## src/rtl/tmr_base.sv

```systemverilog
module tmr_base #(
  parameter int W = 16
) (
  input  logic         clk,
  input  logic         rst_n,
  input  logic         cnt_we,
  input  logic [W-1:0] cnt_wdata,
  input  logic         div_we,
  input  logic [W-1:0] div_wdata,
  input  logic         per_we,
  input  logic [W-1:0] per_wdata,
  input  logic         out_en,
  input  logic         out_pol,
  output logic [W-1:0] cnt_val,
  output logic         ovf,
  output logic         ch_out
);

  logic [W-1:0] per_q;
  logic [W-1:0] div_pend;
  logic [W-1:0] div_act;
  logic [W-1:0] psc;
  logic         run;
  logic         tick;
  logic         wrap;

  assign run  = (per_q != '0);
  assign tick = run && (psc == div_act);
  assign wrap = tick && (cnt_val == per_q) && !cnt_we;

  always_ff @(posedge clk) begin
    if (!rst_n) begin
      per_q    <= '0;
      div_pend <= '0;
    end else begin
      if (per_we) per_q    <= per_wdata;
      if (div_we) div_pend <= div_wdata;
    end
  end

  always_ff @(posedge clk) begin
    if (!rst_n)    psc <= '0;
    else if (run)  psc <= tick ? '0 : psc + 1'b1;
  end

  always_ff @(posedge clk) begin
    if (!rst_n)     div_act <= '0;
    else if (wrap)  div_act <= div_pend;
  end

  always_ff @(posedge clk) begin
    if (!rst_n)       cnt_val <= '0;
    else if (cnt_we)  cnt_val <= cnt_wdata;
    else if (tick)    cnt_val <= (cnt_val == per_q) ? '0 : cnt_val + 1'b1;
  end

  always_ff @(posedge clk) begin
    if (!rst_n) ovf <= 1'b0;
    else        ovf <= wrap;
  end

  assign ch_out = out_en & ~out_pol;

  AST_OVF_AT_ZERO: assert property (@(posedge clk) disable iff (!rst_n) ovf |-> (cnt_val == '0));
  AST_OVF_SINGLE: assert property (@(posedge clk) disable iff (!rst_n) ovf |=> !ovf);
  AST_DIV_ONLY_AT_OVF: assert property (@(posedge clk) disable iff (!rst_n) !$stable(div_act) |-> ovf);
  AST_HALT_HOLD: assert property (@(posedge clk) disable iff (!rst_n) (per_q == '0 && !cnt_we) |=> $stable(cnt_val));
  AST_HALT_NO_OVF: assert property (@(posedge clk) disable iff (!rst_n) (per_q == '0) |=> !ovf);
  AST_WRITE_WINS: assert property (@(posedge clk) disable iff (!rst_n) cnt_we |=> (cnt_val == $past(cnt_wdata)));

endmodule

```

## config.mk

```make
export PLATFORM = sky130hd
export DESIGN_NAME = tmr_base
export DESIGN_NICKNAME = d
export VERILOG_FILES = /design/src/rtl/tmr_base.sv
export SDC_FILE = /design/constraint.sdc
export NUM_CORES = 1
export LEC_CHECK = 0
export CORE_ASPECT_RATIO = 0.5
export CORE_UTILIZATION = 47
export CTS_CLUSTER_SIZE = 30
export DETAILED_ROUTE_END_ITERATION = 7
export PLACE_DENSITY = 0.78
export SKIP_LAST_GASP = 1
export SYNTH_ARGS = -nofsm -noshare
export SYNTH_HDL_FRONTEND = slang
export SYNTH_SLANG_ARGS = --single-unit
export TNS_END_PERCENT = 30
```

## constraint.sdc

```tcl
create_clock -name clk -period 2.15 [get_ports clk]
set_input_delay 0.645 -clock clk [delete_from_list [all_inputs] [get_ports clk]]
set_output_delay 0.645 -clock clk [all_outputs]
set_load 0.005 [all_outputs]
```

==> results.cfg <==
[route]
drtAntennaViolNets = 0
via_per_inst = 5.222
vias = 3410
drt_wl_total_um = 9946
drtIter0Drc = 206
routedWlPerCell_um = 15.23
dr.pass1.iters = 4
drc_errors = 0

[logic_synthesis]
syn_area_um2 = 3926
yosysWarnings = 0
synth_fp_nets = 483
yosysUniqueCellTypes = 40
synthCells = 426
yosys.area_share.simple_pct = 23.58
synth_compound_area_share_pct = 8.604
synth-xor-area-share_pct = 10.26
synth_adder_area_share_pct = 0.6373
synthMuxAreaShare_pct = 12.49
ys_ff_latch = 81
ys_seq_area_share_pct = 41.30
syn_avg_cell_area_um2 = 9.217
synth_top_family_by_area = simple AND/OR/NAND/NOR gates

[pwr]
p_per_area_nw_per_um2 = 699.9
p_int_mw = 2.899
p_total_mw = 3.836
switching_share_pct = 24.43
combPwrFrac_pct = 14.5
switchingPower_mw = 0.9370
pwr-share-seq_pct = 42.2
clkPwrFrac_pct = 43.3
p_leak_nw = 2.135
ir_drop_mv = 0.4239

[sta]
clock_skew_ns = 0.007208
max_slew.worst_pin.slew_ns = 0.5789
slew_headroom_pct = 61.36
fmax_mhz = 451.9
hold_violations = 0
fin_crit_ns = 2.213
rsz0062_at_grt = true
maxSlewViolCount = 0
finalCritPeriodShare_pct = 102.9
fin_ws_ns = -0.06306
setup_violations = 2

[layout]
nets = 593
diodes = 0
drive_gt1_share_pct = 16.08
area_growth_syn_to_layout_pct = 39.58
final_common_cell = dfxtp_1
stdcell_area_um2 = 5480
final_cell_mix = dfxtp_1, clkdlybuf4s50_1, nor2b_1
nFillCells = 649
fin_cells = 653

[global_route]
grt_pass1_wl_um = 15700
grt_max_degree = 34
grtUsageTotal_pct = 23.44
grt_remaining_overflow = 0
grt_pass1_vias = 3228
antenna_found_initial = 0

[cts]
clk_pin_slew_ns = 0.06
cts_buffer_depth = 2
insertion_delay_ns = 0.35
cts_buffers = 9
h-tree-depth = 3
cts.sinks = 81
holdBufCountCts = 0
root_buffer = clkbuf_16
cts_tree = yes

[floorplan]
initial_core_util_pct = 48.73
rows = 23
fp.coreArea_um2 = 8058
dieWidth_um = 131.3
die-area_um2 = 8746
fp.dieH_um = 66.63
boundaryPins = 73

[place]
dp_cells = 636
port_buffers = 72
place.gp.congestion = 0.8887
hpwlAfterDp_um = 6903
place_area_um2 = 5086

[setup_path]
critPathArrivalTime_ns = 2.48
crit_slowest_cell = or4_4
max_stage_delay_ns = 0.52
worstSetupStartpointType = flip-flop
cp.required_ns = 2.41
crit_type = flip-flop to flip-flop
cp_max_fo = 3
cp_cell_sequence = xor2_1 -> nor4_2 -> nand2_1 -> or4_4 -> or4_1 -> a31oi_1
end_kind = flip-flop

[run_status]
failed_checks = setup timing
status = finished, violations left

[worst_hold_path]
hold_class = flip-flop to flip-flop

[job]
maxCapViolCount = 0
-- timing repair --
action / CTS / global route
setup endpoints to repair: 4 / 30
pin swaps: 0 / 6
gates resized for setup: 1 / 21
setup buffers: 0 / 1
-- metrics by stage --
step           setup WS [ns]  hold WS [ns]  util [%]  setup TNS (ns)
2_1_floorplan        0.02593        0.4824         -               0
3_3_place_gp         -0.2108        0.4998     63.12         -0.2108
3_5_place_dp         -0.2231        0.5068     63.12         -0.2981
4_1_cts             -0.06768        0.5226     67.07         -0.1046
5_1_grt              -0.1624        0.5425     68.01          -1.103
6_report            -0.06306        0.5133     68.01        -0.06427
-- power groups by stage --
| stage | Clock, mW | Sequential [mW] | Combinational, mW |
|---|---|---|---|
| after detailed placement | 0 | 1.65 | 0.532 |
| after global routing | 1.74 | 1.63 | 0.603 |
| after CTS | 1.68 | 1.61 | 0.537 |
| after global placement | 0 | 1.65 | 0.525 |
| after floorplan | 0 | 1.65 | 0.248 |
| final | 1.66 | 1.62 | 0.555 |
-- final timing paths --
check | start | to | slack, ns | cells past startpoint
max | div_act[1] | cnt_val[14] | -0.06 | 6
min | div_pend[3] | div_pend[3] | 0.51 | 2
max reg2reg | div_act[1] | cnt_val[14] | -0.06 | 6
min reg2reg | div_pend[3] | div_pend[3] | 0.51 | 2
-- sequential cells by signal (all words and copies together), names as in the netlist --
register,flops
div_act,16
cnt_val,16
ovf,1
psc,16
div_pend,16
per_q,16
-- layout make-up --
type	instances	area [um^2]	share of cell area [%]
well taps	112	140.1	2.557
flip-flops and latches	81	1635	29.84
inverters	4	15.01	0.2740
clock buffers	9	225.2	4.110
repair buffers	123	1139	20.78
clock inverters	7	93.84	1.712
multi-input cells	317	2232	40.73
-- routing by layer --
layer  share of wire, %  track usage, %  wire [um]  vias up
li1                   -               -          -     1713
met1                 45           28.86       4524     1589
met2                 47           39.63       4687       91
met3                5.8           6.849        572       17
met4                1.6           8.285        162        0
met5                  0               0          0        -
-- worst max-delay path: cells and delay by family (launching register included) --
family / cells / cell delay (ns)
flip-flops: 1 / 0.33
AND/OR/NAND/NOR: 4 / 1.41
AO/OA/AOI/OAI: 1 / 0.23
XOR/XNOR: 1 / 0.16
-- cell families after synthesis --
logic type      count (synthesis)
simple gates                  160
flops                          81
compound gates                 60
mux                            49
xor+xnor                       46
buf+inv                        28
fa+ha+maj                       2
-- synthesized netlist by cell type --
cell,n,area (um^2)
buf_1,1,3.750
or4_1,3,22.52
a221oi_1,2,17.52
nor3b_1,1,7.510
a21boi_0,2,15.01
or3b_1,1,8.760
or2_2,1,6.260
buf_2,5,25.02
nand4_1,11,68.82
nor2_1,32,120.1
nor3_1,4,20.02
buf_6,1,11.26
nand3_1,15,75.07
nor2b_1,53,331.6
o31ai_1,1,7.510
nor4bb_1,1,10.01
clkbuf_1,16,60.06
and2_1,1,6.260
ha_1,2,25.02
and3_1,6,37.54
a2111oi_0,1,8.760
dfxtp_1,81,1622
a31oi_1,8,50.05
nor4_1,7,43.79
buf_4,1,7.510
nand2_1,12,45.04
and4_1,3,26.28
xnor2_1,23,201.4
inv_1,4,15.01
a41oi_1,1,8.760
or4b_1,1,10.01
nor4_2,2,25.02
nor4_4,1,21.27
xor2_1,23,201.4
a21oi_1,17,85.08
a21boi_1,2,15.01
mux2i_1,49,490.5
nand3b_1,3,22.52
nor4b_1,2,17.52
o21ai_0,26,130.1
Note: power is estimated with default switching activity, not from simulation.
